## src/rtl/kps_pkg.sv

```systemverilog
package kps_pkg;

    localparam int ROWS      = 4;
    localparam int COLS      = 8;
    localparam int BYTE_BITS = 8;
    localparam int FRAME_BITS = 2 * BYTE_BITS;
    localparam int IDX_W     = $clog2(FRAME_BITS);
    localparam int RXC_W     = $clog2(FRAME_BITS + 1);

    typedef struct packed {
        logic       sw_pressed;
        logic       dir;
        logic [1:0] cnt;
    } enc_stat_t;

    typedef struct packed {
        logic start;
        logic rise;
        logic fall;
    } spi_evt_t;

    // Pass a pattern with exactly one low bit, otherwise release every row.
    function automatic logic [ROWS-1:0] row_gate(input logic [ROWS-1:0] p);
        return ($countones(~p) == 1) ? p : {ROWS{1'b1}};
    endfunction

    // True when exactly one of the two quadrature lines changed.
    function automatic logic single_change(input logic [1:0] prev, input logic [1:0] cur);
        return ^(prev ^ cur);
    endfunction

    // {a,b} ordering: 1 along 00->01->11->10, 0 along the reverse.
    function automatic logic step_dir(input logic [1:0] prev, input logic [1:0] cur);
        return prev[1] ^ cur[0];
    endfunction

endpackage

```

## src/rtl/kps_sync.sv

```systemverilog
module kps_sync #(
    parameter int               WIDTH   = 1,
    parameter int               STAGES  = 2,
    parameter logic [WIDTH-1:0] RST_VAL = '0
) (
    input  logic             clk,
    input  logic             rst,
    input  logic [WIDTH-1:0] d,
    output logic [WIDTH-1:0] q
);
    logic [WIDTH-1:0] stg [STAGES];

    always_ff @(posedge clk) begin
        if (rst) begin
            for (int i = 0; i < STAGES; i++) stg[i] <= RST_VAL;
        end else begin
            stg[0] <= d;
            for (int i = 1; i < STAGES; i++) stg[i] <= stg[i-1];
        end
    end

    assign q = stg[STAGES-1];
endmodule

```

## src/rtl/kps_quad.sv

```systemverilog
module kps_quad
    import kps_pkg::*;
(
    input  logic       clk,
    input  logic       rst,
    input  logic       a_s,
    input  logic       b_s,
    input  logic       clr,
    output logic       dir,
    output logic [1:0] cnt
);
    logic [1:0] prev_ab;
    logic       prev_v;
    logic [1:0] cur_ab;
    logic       step;

    assign cur_ab = {a_s, b_s};
    assign step   = prev_v && single_change(prev_ab, cur_ab);

    always_ff @(posedge clk) begin
        if (rst) begin
            prev_ab <= 2'b00;
            prev_v  <= 1'b0;
            dir     <= 1'b0;
            cnt     <= 2'd0;
        end else begin
            prev_ab <= cur_ab;
            prev_v  <= 1'b1;
            if (step) dir <= step_dir(prev_ab, cur_ab);
            if (clr)
                cnt <= {1'b0, step};
            else if (step && cnt != 2'd3)
                cnt <= cnt + 2'd1;
        end
    end

    AST_CNT_SATURATE: assert property (@(posedge clk) disable iff (rst)
        (cnt == 2'd3 && !clr) |=> (cnt == 2'd3));

    AST_CNT_CLEAR: assert property (@(posedge clk) disable iff (rst)
        (clr && !step) |=> (cnt == 2'd0));

    AST_NO_STEP_DOUBLE: assert property (@(posedge clk) disable iff (rst)
        (prev_v && (prev_ab ^ cur_ab) == 2'b11 && !clr) |=> $stable(cnt));
endmodule

```

## src/rtl/kps_spi_frame.sv

```systemverilog
module kps_spi_frame
    import kps_pkg::*;
#(
    parameter int SETTLE_TOTAL = 4
) (
    input  logic            clk,
    input  logic            rst,
    input  logic            sck_s,
    input  logic            mosi_s,
    input  logic            csn_s,
    input  enc_stat_t       stat_in,
    input  logic [COLS-1:0] cols_s,
    output logic [ROWS-1:0] row_q,
    output logic            miso,
    output logic            snap
);
    localparam int SC_W = $clog2(SETTLE_TOTAL + 1);

    logic             sck_d, csn_d;
    spi_evt_t         ev;
    logic [RXC_W-1:0] rx_cnt;
    logic [ROWS-2:0]  rx_sh;
    logic [IDX_W-1:0] tx_idx;
    logic [SC_W-1:0]  settle;
    enc_stat_t        stat_q;
    logic [COLS-1:0]  col_q;
    logic             row_load;
    logic [BYTE_BITS-1:0] byte0;

    assign ev.start = csn_d & ~csn_s;
    assign ev.rise  = sck_s & ~sck_d & ~csn_s;
    assign ev.fall  = ~sck_s & sck_d & ~csn_s;
    assign snap     = ev.start;
    assign row_load = ev.rise && (rx_cnt == RXC_W'(BYTE_BITS - 1));
    assign byte0    = {{(BYTE_BITS-4){1'b0}}, stat_q};

    always_ff @(posedge clk) begin
        if (rst) begin
            sck_d  <= 1'b0;
            csn_d  <= 1'b1;
            rx_cnt <= '0;
            rx_sh  <= '0;
            tx_idx <= '0;
            settle <= '0;
            stat_q <= '0;
            col_q  <= '1;
            row_q  <= {ROWS{1'b1}};
        end else begin
            sck_d <= sck_s;
            csn_d <= csn_s;
            if (csn_s || ev.start) begin
                rx_cnt <= '0;
                tx_idx <= '0;
            end
            if (ev.start) stat_q <= stat_in;
            if (ev.rise) begin
                rx_sh <= {rx_sh[ROWS-3:0], mosi_s};
                if (rx_cnt != RXC_W'(FRAME_BITS)) rx_cnt <= rx_cnt + 1'b1;
            end
            if (ev.fall) tx_idx <= tx_idx + 1'b1;
            if (row_load) begin
                row_q  <= row_gate({rx_sh, mosi_s});
                settle <= SC_W'(SETTLE_TOTAL);
            end else if (settle != '0) begin
                settle <= settle - 1'b1;
                if (settle == SC_W'(1)) col_q <= cols_s;
            end
        end
    end

    always_comb begin
        if (csn_s)
            miso = 1'b0;
        else if (tx_idx < IDX_W'(BYTE_BITS))
            miso = byte0[3'(BYTE_BITS - 1 - int'(tx_idx))];
        else
            miso = col_q[3'(FRAME_BITS - 1 - int'(tx_idx))];
    end

    AST_ROWS_ONE_LOW_MAX: assert property (@(posedge clk) disable iff (rst)
        $onehot0(~row_q));

    AST_ROWS_HOLD: assert property (@(posedge clk) disable iff (rst)
        !row_load |=> $stable(row_q));

    AST_ABORT_RESETS_COUNT: assert property (@(posedge clk) disable iff (rst)
        csn_s |=> (rx_cnt == '0));
endmodule

```

## src/rtl/keypad_spi_scanner.sv

```systemverilog
module keypad_spi_scanner
    import kps_pkg::*;
#(
    parameter int SYNC_STAGES = 2,
    parameter int SETTLE_CLKS = 2
) (
    input  logic            clk,
    input  logic            rst,
    input  logic            spi_sck,
    input  logic            spi_mosi,
    input  logic            spi_cs_n,
    output logic            spi_miso,
    output logic [ROWS-1:0] row_drv,
    input  logic [COLS-1:0] col_in,
    input  logic            enc_a,
    input  logic            enc_b,
    input  logic            enc_sw_n
);
    localparam int SETTLE_TOTAL = SETTLE_CLKS + SYNC_STAGES;

    logic            sck_s, mosi_s, csn_s;
    logic            a_s, b_s, swn_s;
    logic [COLS-1:0] cols_s;
    logic            snap;
    logic            q_dir;
    logic [1:0]      q_cnt;
    enc_stat_t       stat;

    kps_sync #(.WIDTH(3), .STAGES(SYNC_STAGES), .RST_VAL(3'b100)) u_spi_sync (
        .clk(clk), .rst(rst),
        .d({spi_cs_n, spi_sck, spi_mosi}),
        .q({csn_s, sck_s, mosi_s})
    );

    kps_sync #(.WIDTH(3), .STAGES(SYNC_STAGES), .RST_VAL(3'b001)) u_enc_sync (
        .clk(clk), .rst(rst),
        .d({enc_a, enc_b, enc_sw_n}),
        .q({a_s, b_s, swn_s})
    );

    kps_sync #(.WIDTH(COLS), .STAGES(SYNC_STAGES), .RST_VAL({COLS{1'b1}})) u_col_sync (
        .clk(clk), .rst(rst), .d(col_in), .q(cols_s)
    );

    kps_quad u_quad (
        .clk(clk), .rst(rst), .a_s(a_s), .b_s(b_s), .clr(snap),
        .dir(q_dir), .cnt(q_cnt)
    );

    always_comb begin
        stat.sw_pressed = ~swn_s;
        stat.dir        = q_dir;
        stat.cnt        = q_cnt;
    end

    kps_spi_frame #(.SETTLE_TOTAL(SETTLE_TOTAL)) u_frame (
        .clk(clk), .rst(rst),
        .sck_s(sck_s), .mosi_s(mosi_s), .csn_s(csn_s),
        .stat_in(stat), .cols_s(cols_s),
        .row_q(row_drv), .miso(spi_miso), .snap(snap)
    );

    AST_MISO_IDLE: assert property (@(posedge clk) disable iff (rst)
        csn_s |-> (spi_miso == 1'b0));
endmodule

```

## config.mk

```make
export PLATFORM = sky130hd
export DESIGN_NAME = keypad_spi_scanner
export DESIGN_NICKNAME = d
export VERILOG_FILES = /design/src/rtl/kps_pkg.sv /design/src/rtl/kps_sync.sv /design/src/rtl/kps_quad.sv /design/src/rtl/kps_spi_frame.sv /design/src/rtl/keypad_spi_scanner.sv
export SDC_FILE = /design/constraint.sdc
export NUM_CORES = 1
export LEC_CHECK = 0
export BUFFER_PORTS_ARGS = -buffer_cell sky130_fd_sc_hd__buf_2
export CORE_MARGIN = 2
export CORE_UTILIZATION = 45
export CTS_CLUSTER_SIZE = 8
export DETAILED_ROUTE_END_ITERATION = 10
export PLACE_DENSITY = 0.69
export REMOVE_ABC_BUFFERS = 1
export SLEW_MARGIN = 20
export SYNTH_ARGS = -nofsm -noshare
export SYNTH_HDL_FRONTEND = slang
export SYNTH_SLANG_ARGS = --single-unit
export TNS_END_PERCENT = 30
```

## constraint.sdc

```tcl
create_clock -name clk -period 3.96 [get_ports clk]
set_input_delay 0.198 -clock clk [delete_from_list [all_inputs] [get_ports clk]]
set_output_delay 0.198 -clock clk [all_outputs]
set_load 0.02 [all_outputs]
```

== Yosys cells after proc, flatten, opt, wreduce, memory -nomap -nowiden ==
Memory sizes are Yosys's and may differ from the RTL's. A register that Yosys moved wholly into a read port is not among the register bits.
Index checks and enable logic that the tools add are counted.
Widths: inputs -> output; s select.

* Bits in registers: 31
* RAM bits: 28
* Output and inout port bits: 5
* Memories kept: 3

{| class="wikitable"
|+ Memories
! name !! depth !! bits a word !! rd ports !! clocked after Yosys merged registers in !! write ports !! RTL line !! text
|-
| u_col_sync.stg || 2 || 8 || 2 || 1 || 2 || kps_sync.sv:11 || <nowiki>logic [WIDTH-1:0] stg [STAGES];</nowiki>
|-
| u_enc_sync.stg || 2 || 3 || 2 || 0 || 2 || kps_sync.sv:11 ||
|-
| u_spi_sync.stg || 2 || 3 || 2 || 0 || 2 || kps_sync.sv:11 ||
|}

* $add $sub $neg: 9
* $lt $le $gt $ge: 3
* Eq/ne operators: 5
* Multiplexer cells: 27
* Bitwise gates (word level): 19
* Reduce and logical (&&, ||, !) cells: 12

{| class="wikitable"
|+ Operators by type and width
! kind !! number
|-
| $add 32x32->32 || 1
|-
| $eq 32x2->1 const B || 1
|-
| $mux 3 || 6
|-
| $mux 8 || 2
|-
| $mux 5 || 3
|-
| $mux 4 || 3
|-
| $mux 1 || 11
|-
| $lt 3x5->1 const B || 2
|-
| $bmux 1 s3 || 2
|-
| $or 1x1->1 || 6
|-
| $reduce_bool 2->1 || 3
|-
| $sub 3x3->3 const A || 2
|-
| $add 5x1->5 const B || 1
|-
| $and 1x1->1 || 5
|-
| $eq 5x3->1 const B || 1
|-
| $ne 5x5->1 const B || 1
|-
| $not 1->1 || 5
|-
| $add 1x1->2 || 2
|-
| $add 4x1->4 const B || 1
|-
| $lt 4x4->1 const B || 1
|-
| $not 4->4 || 1
|-
| $reduce_or 2->1 || 2
|-
| $eq 3x1->1 const B || 1
|-
| $logic_and 1x1->1 || 3
|-
| other kinds (9) || 9
|}

== Logic depth before layout (Yosys ltp) ==
Gate-level depths: netlist of the first run.
An unclocked memory read counts as a cell.

* Depth in word-level cells: 7
* Mapped depth: 8

== By module ==
A second synthesis of the first run with hierarchy kept.

* Cells, all modules: 285
* Area total of the unflattened synthesis: 2711.4 µm²

{| class="wikitable"
|+ Modules (own cells, without submodules)
! module !! times used !! cells each !! area an instance (µm²)
|-
| kps_spi_frame || 1 || 186 || 1604.0
|-
| kps_sync (u_col_sync) || 1 || 41 || 491.7
|-
| kps_sync (u_enc_sync ...) || 2 || 15 || 180.2
|-
| kps_quad || 1 || 27 || 251.5
|-
| keypad_spi_scanner || 1 || 1 || 3.8
|}

== Worst setup path after synthesis of the first run ==
Ideal clock, no wire load.

* Kind: register to register
* Start point: reg u_frame.rx_sh[1]
* End point: reg u_frame.row_q[0]
* Setup time: 0.124 ns
* Arrival: 2.019 ns
* Slack: 1.817 ns
* Cell stages (with the launch flop): 8
* Period minus slack after synthesis: 2.143 ns
* Path through: dfxtp_1 -> inv_1 -> ha_1 -> ha_1 -> fa_1 -> or4b_1 -> nor3_1 -> a21oi_1

* Longest elaborated chain between the ends: 5

{| class="wikitable"
|+ Ends and longest elaborated chain
! element !! RTL line !! text
|-
| from (decl) || kps_spi_frame.sv:22 || <nowiki>logic [ROWS-2:0] rx_sh;</nowiki>
|-
| from (signal assigned) || kps_spi_frame.sv:57 || <nowiki>rx_sh <= {rx_sh[ROWS-3:0], mosi_s};</nowiki>
|-
| $not 4->4 || kps_pkg.sv:24 || <nowiki>return ($countones(~p) == 1) ? p : {ROWS{1'b1}};</nowiki>
|-
| $add 1x1->2 (implied by the code) || kps_pkg.sv:24 ||
|-
| $add 32x32->32 (implied by the code) || kps_pkg.sv:24 ||
|-
| $eq 32x2->1 || kps_pkg.sv:24 ||
|-
| $mux 4 || kps_pkg.sv:24 ||
|-
| to (signal assigned) || kps_spi_frame.sv:47 || <nowiki>row_q <= {ROWS{1'b1}};</nowiki>
|-
| to (signal assigned) || kps_spi_frame.sv:62 || <nowiki>row_q <= row_gate({rx_sh, mosi_s});</nowiki>
|-
| to (decl) || kps_spi_frame.sv:13 || <nowiki>output logic [ROWS-1:0] row_q,</nowiki>
|}

No other way between the ends.
A chain may end at the register's enable or synchronous reset.

== Worst setup path in the final report of the first run ==
* Start point: reg u_frame.rx_sh[1]
* End point: reg u_frame.row_q[3]

The elaborated chain is that of the path after synthesis.

==> key figures, run 1 <==
Status
  • Status: finished, final reports clean

Logic synthesis
  • Synth Flop Type: dfxtp_1
  • Cells after synthesis: 270
  • Post-synthesis sequential area ratio: 0.509
  • Cell taking the most area after synthesis: dfxtp_1
  • Yosys top cell area share: 0.509
  • Flop and latch count out of synthesis: 67
  • Mapped Area: 2640 um2
  • Top cells by area, synth: dfxtp_1 (51%), ha_1 (5.2%), a21oi_1 (5.1%), or2_1 (5.0%), nor2_1 (4.6%)
  • Post-synth EDFFs: 0
  • Avg Synthesized Cell Area: 9.76 um2
  • Synth cell types: slightly above 40
  • YS warnings: 0
  • Asr flop ratio synth: 0

Die
  • Die extent in y: between 80 and 90 um
  • Initial Util: 0.473
  • Core Area: 5570 um2
  • I/O pins: 21
  • Row cnt: 27
  • Die ar.: 6490 um2
  • Die width: 80.5 um

Setup path
  • Crit path max fanout: 4
  • Kind of critical path: reg2reg
  • Crit end category: flop
  • CP startpoint: u_frame.rx_sh[1]
  • R2r setup slk: between 1500 and 2000 ps
  • Type of origin of the critical path: flop
  • Crit path DAT: 2530 ps
  • Critical Path RT: 4180 ps
  • FF-to-FF Start: u_frame.rx_sh[1]

STA
  • Clk_skew: 8.34 ps
  • Worst slew pin tran: 655 ps
  • Fin crit share: 0.582
  • RSZ-0062 raised after global routing: false
  • Hold Vio Cnt, Final: 0
  • Slew margin rel.: 0.563
  • Worst hold slack: 35.2 ps
  • Final setup vio count: 0
  • Min setup slack post-route: 1660 ps
  • Fin. max-slew vios: 0
  • Tmin final: around 2300 ps
  • FMAX: between 400 and 500 MHz
  • Setup_tns: 0 ps

Detailed routing
  • Metal-1 WL: 1900 um
  • Drt drc: 0
  • DR WL/cell: 10.8 um
  • Routed met2 length: between 1500 and 2000 um
  • Routed Wire Length: 3950 um
  • Met3 wire len: 120 um
  • Top Metal Used: met4
  • Routed Antenna Nets: 0
  • DR pass1 iterations: 4
  • Drt initial violations: 70
  • Vias/cell: roughly 4.8
  • Via count: 1775

Finish
  • Fin cells: roughly 370
  • Diodes inserted: 0
  • Area grow syn2layout: 12.2%
  • Fin util: 0.530
  • Fraction of layout cells with a size suffix above 1: 0.153
  • Most common cell after layout, fill and taps aside: dfxtp_1
  • Fin nets: 318
  • Most frequent cells in the layout: dfxtp_1 (67), nor2_1 (32), a21oi_1 (27)
  • Fillers: 523
  • Fin area: slightly below 3000 um2

Power
  • Peak supply drop: 0.261 mV
  • Ratio of total power to cell area: 451 nW/um2
  • P_leak: between 1 and 1.5 nW
  • Pwr Total: 1.33 mW

CTS
  • Root buffer cell: clkbuf_8
  • Cts bufs inserted: 9
  • Clock transition at the registers of the reported paths: 70 ps
  • Clk sinks: 67
  • TritonCTS clock tree: yes
  • Resize count post-CTS: 0
  • Worst-skew pair later-pin latency: 340 ps
  • CTS H-tree depth: 3
  • Post-CTS Hold Fix Bufs: 0
  • Post-CTS setup buffer count: 0
  • CTS max path bufs: 2

Global route
  • Global-route wire length before repair: 7170 um
  • Initial antenna violation count: 0
  • Largest net degree at the start of global routing: 37
  • Total GRT Usage: 0.145
  • Remaining Overflow, GRT: 0
  • Vias in the first global route: 1710

Hold path
  • Hold Startpoint: col_in[0]
  • Hold Crit Class: in2reg

Placement
  • Post-DP Area: 2780 um2
  • Final Wtd Congestion: 0.761
  • # port buffers: 20
  • Worst slack, placed: 1690 ps
  • Placed Cells: roughly 350
  • Hpwl dp: 2660 um

Flow run
  • MaxCap Viol Count: 0
==> synth_stat cells (all sizes together) (3+ instances only) <==
library cell   n
nor2          32
nand3          5
a21oi         27
o21ai          5
xor2           5
mux2i          6
buf            4
nor3          15
or3b           3
nand2          9
a211oi         3
dfxtp         67
nand3b         5
or2           21
nor2b         13
inv           13
ha            11
clkbuf         8
==> area by class of cell <==
| type | count | area [um2] | share of cell area |
|---|---|---|---|
| sequential | 67 | 1340 | 0.454 |
| multi-input combinational | 178 | 1200 | 0.405 |
| inverter | 13 | 48.8 | 0.0165 |
| timing repair buffer | 21 | 108 | 0.0364 |
| clock inverter | 2 | 10.0 | 0.00339 |
| tap | 72 | 90.1 | 0.0305 |
| clock buffer | 14 | 163 | 0.0550 |
==> critical path, cell delays in order, from the launching register on <==
cell and delay [ps]:
dfxtp_1 380, inv_1 60, ha_1 290, ha_1 200, fa_1 430, or4b_1 610, nor3_1 170, a21oi_1 50
==> worst paths after layout <==
check / to / cells after the start
worst max register to register: u_frame.row_q[3] / 7
worst max-delay path: u_frame.row_q[3] / 7
worst min-delay path: u_col_sync.stg[0][0] / 2
worst min register to register: u_col_sync.stg[1][6] / 1
==> where the power goes <==
part | switching [mW] | internal (mW) | total (mW)
registers | 0.0150 | 0.702 | 0.717
logic | 0.0686 | 0.0543 | 0.123
clock network | 0.232 | 0.260 | 0.492
==> state kept, by name, indices dropped and copies added, names as in the netlist <==
name and count:
u_frame.row_q 4, u_frame.col_q 8, u_quad.cnt 2, u_quad.prev_ab 2, u_frame.settle 3, u_frame.byte0 4, u_enc_sync.stg 6, u_quad.dir 1
u_frame.rx_cnt 5, u_frame.rx_sh 3, u_frame.csn_d 1, u_frame.sck_d 1, u_col_sync.stg 16, u_frame.tx_idx 4, u_spi_sync.stg 6, u_quad.prev_v 1
==> routing by layer <==
layer  vias up  GRT usage
li1        939          -
met2        27      0.224
met3        11     0.0348
met4         0     0.0966
met1       798      0.178
met5         -          0
==> kinds of logic after synthesis <==
| group | synth area share |
|---|---|
| XOR/XNOR | 0.0256 |
| AND/OR/NAND/NOR | 0.227 |
| flip-flops | 0.509 |
| multiplexers | 0.0441 |
| buffers and inverters | 0.0375 |
| AO/OA/AOI/OAI | 0.0968 |
| adder cells (fa/ha/maj) | 0.0598 |
Note: power is estimated with default switching activity, not from simulation.
==> inputs of run 2 (changes only) <==
ABC_AREA = 1   (was not set)
clock period = 2.4 ns   (was 3.96 ns; I/O delays follow)
==> run 2 against run 1 <==
Net effect: sequential power is 76% higher; clock power increased by 68%; clock-buffer cell count fell by 2; global-route usage grew 0.46 points; power rose by 82%; synthesized area increased by 2.5%; die area grew 2.3%; worst setup slack got worse by 1300 ps; critical path depth stayed put.
==> key figures, run 2 <==
Status
  • Status: finished, final reports clean

STA
  • Fin crit share: 0.862 (+0.280)
  • Fin. max-slew vios: 0 (unchanged)
  • Slew margin rel.: 0.677 (+0.114)
  • Final setup vio count: 0 (unchanged)
  • RSZ-0062 raised after global routing: false
  • Tmin final: 2070 ps (-235 ps)
  • Hold Vio Cnt, Final: 0 (unchanged)
  • Worst slew pin tran: 484 ps (-171 ps)
  • Clk_skew: 12.3 ps (+4.00 ps)
  • FMAX: 484 MHz (+11%)
  • Setup_tns: 0 ps (unchanged)
  • Min setup slack post-route: 332 ps (-1330 ps)

Power
  • Peak supply drop: 0.509 mV (+95%)
  • P_leak: 1.39 nW (+26%)
  • Pwr Total: 2.42 mW (+82%)
  • Ratio of total power to cell area: 759 nW/um2 (+68%)

Die
  • Die extent in y: 81.5 um (+1.2%)
  • Initial Util: 0.462 (-0.0112)
  • Row cnt: 28 (+3.7%)
  • Core Area: 5850 um2 (+5.0%)
  • Die width: 81.5 um (+1.2%)
  • Die ar.: 6640 um2 (+2.3%)
  • I/O pins: 21 (unchanged)

Logic synthesis
  • Top cells by area, synth: dfxtp_1 (50%), nand2_1 (8.8%), nand3_1 (6.7%), inv_1 (5.8%), ha_1 (5.1%)
  • Count leader, synth: dfxtp_1
  • Asr flop ratio synth: 0 (unchanged)
  • YS warnings: 0 (unchanged)
  • Synth top cells by count: dfxtp_1 (67), nand2_1 (63), inv_1 (42), nand3_1 (36), nor2_1 (30)
  • Cells after synthesis: 333 (+23%)
  • Post-synthesis sequential area ratio: 0.497 (-0.0123)
  • Synth Flop Type: dfxtp_1
  • Flop and latch count out of synthesis: 67 (unchanged)
  • Avg Synthesized Cell Area: 8.11 um2 (-17%)
  • Post-synth EDFFs: 0 (unchanged)
  • Cell taking the most area after synthesis: dfxtp_1
  • Yosys top cell area share: 0.497 (-0.0123)
  • Synth cell types: 24 (-41%)
  • Mapped Area: 2700 um2 (+2.5%)

Global route
  • Global-route wire length before repair: 7560 um (+5.4%)
  • Initial antenna violation count: 0 (unchanged)
  • Vias in the first global route: 1825 (+6.7%)
  • Total GRT Usage: 0.150 (+0.00463)
  • Remaining Overflow, GRT: 0 (unchanged)
  • Largest net degree at the start of global routing: 42 (+14%)

Setup path
  • CP startpoint: u_frame.rx_sh[1]
  • Critical-path cell list: inv_1 -> ha_1 -> ha_1 -> fa_1 -> nor3b_2 -> nand3_1 -> o22a_1
  • Slowest-stage cell, CP: fa_1
  • FF-to-FF Start: u_frame.rx_sh[1]
  • Delay-heaviest family, CP: adder cells
  • CP bufs+invs: 1 (unchanged)
  • Kind of critical path: reg2reg
  • Type of origin of the critical path: flop
  • CP most frequent cell: ha_1
  • Crit path max fanout: 4 (unchanged)
  • Critical Path RT: 2630 ps (-1550 ps)
  • Crit end category: flop
  • Slowest stage delay, CP: 450 ps (-160 ps)
  • Crit path DAT: 2300 ps (-230 ps)

Placement
  • Final Wtd Congestion: 0.783 (+2.8%)
  • Post-DP Area: 2870 um2 (+3.1%)
  • # port buffers: 20 (unchanged)
  • Worst slack, placed: 183 ps (-1510 ps)
  • Hpwl dp: 2990 um (+12%)

Detailed routing
  • DR WL/cell: 9.70 um (-9.8%)
  • Drt initial violations: 94 (+34%)
  • DR pass1 iterations: 4 (unchanged)
  • Routed Wire Length: 4370 um (+11%)
  • Drt drc: 0 (unchanged)
  • Routed Antenna Nets: 0 (unchanged)
  • Via count: 2079 (+17%)
  • Vias/cell: 4.61 (-4.7%)

Finish
  • Most common cell after layout, fill and taps aside: dfxtp_1
  • Diodes inserted: 0 (unchanged)
  • Max FFs per register: 16 (unchanged)
  • Fraction of layout cells with a size suffix above 1: 0.178 (+0.0256)
  • Fin nets: 399 (+25%)
  • Most frequent cells in the layout: dfxtp_1 (67), nand2_1 (63), inv_1 (42)
  • Fin util: 0.546 (+0.0156)
  • Area grow syn2layout: 18.2%
  • Fin area: 3190 um2 (+8.0%)
  • Largest registers: u_col_sync.stg (16), u_frame.col_q (8)
  • Reg with most FFs: u_col_sync.stg
  • Fillers: 528 (+0.96%)

CTS
  • Worst-skew pair later-pin latency: 340 ps (about the same)
  • TritonCTS clock tree: yes
  • Clock transition at the registers of the reported paths: 80 ps (about the same)
  • Clk sinks: 67 (unchanged)
  • CTS max path bufs: 2 (unchanged)
  • CTS H-tree depth: 3 (unchanged)
  • Root buffer cell: clkbuf_8
  • Cts bufs inserted: 9 (unchanged)

Hold path
  • Hold Crit Class: in2reg
  • Hold Startpoint: rst

Flow run
  • MaxCap Viol Count: 0 (unchanged)
## run 2: where the power goes
part / switching [mW] / internal, mW
Sequential: 0.0489 / 1.21
Combinational: 0.185 / 0.159
Clock: 0.398 / 0.427
Total: 0.632 / 1.79
## run 2: final cells by class
type / count / area [um2] / area share
flip-flops and latches: 67 / 1340 / 0.420
multi-input cells: 214 / 1160 / 0.363
repair buffers: 37 / 263 / 0.0823
inverters: 42 / 158 / 0.0494
clock buffers: 12 / 155 / 0.0486
well taps: 75 / 93.8 / 0.0294
clock inverters: 4 / 25.0 / 0.00783
## run 2: worst reg2reg max path, stage by stage (launching register included)
cell and delay, ps:
dfxtp_1 320, inv_1 70, ha_1 300, ha_1 200
fa_1 450, nor3b_2 300, nand3_1 110, o22a_1 210
## run 2: layer usage
| metal | track usage | share of wire | vias to the layer above |
|---|---|---|---|
| met5 | 0 | 0 | - |
| met3 | 0.0593 | 0.027 | 9 |
| met2 | 0.236 | 0.48 | 20 |
| li1 | - | - | 1133 |
| met4 | 0.0712 | 0.021 | 0 |
| met1 | 0.178 | 0.47 | 917 |
## run 2: final timing paths
path	to	slack, ps	depth (start not counted)
setup / recovery	u_frame.row_q[2]	330	7
hold / removal	u_frame.col_q[1]	260	3
setup reg to reg	u_frame.row_q[2]	330	7
hold reg to reg	u_frame.byte0[3]	390	1
## run 2: kinds of logic (layout without fill, tap and decap cells)
logic type | after synthesis | in the layout | share of synthesized area
DFF | 67 | 67 | 0.497
adders and majority gates | 12 | 12 | 0.0584
AOI/OAI and AO/OA | 35 | 35 | 0.0713
buffers and inverters | 52 | 95 | 0.0764
xor gates and xnor gates | 4 | 4 | 0.0130
and+or+nand+nor | 163 | 163 | 0.284
## run 2: stage by stage
step	hold WS [ps]	instances
after detailed placement	304	421
after CTS	261	451
after global placement	304	421
after floorplan	189	323
after global routing	277	451
final	261	451
## run 2: what timing repair did
action | in CTS | in global routing
setup buffers | 0 | 0
gates resized for setup | 0 | 1
endpoints found under the setup margin | 0 | 1
hold buffers | 14 | 0
hold endpoints to repair | 14 | 0
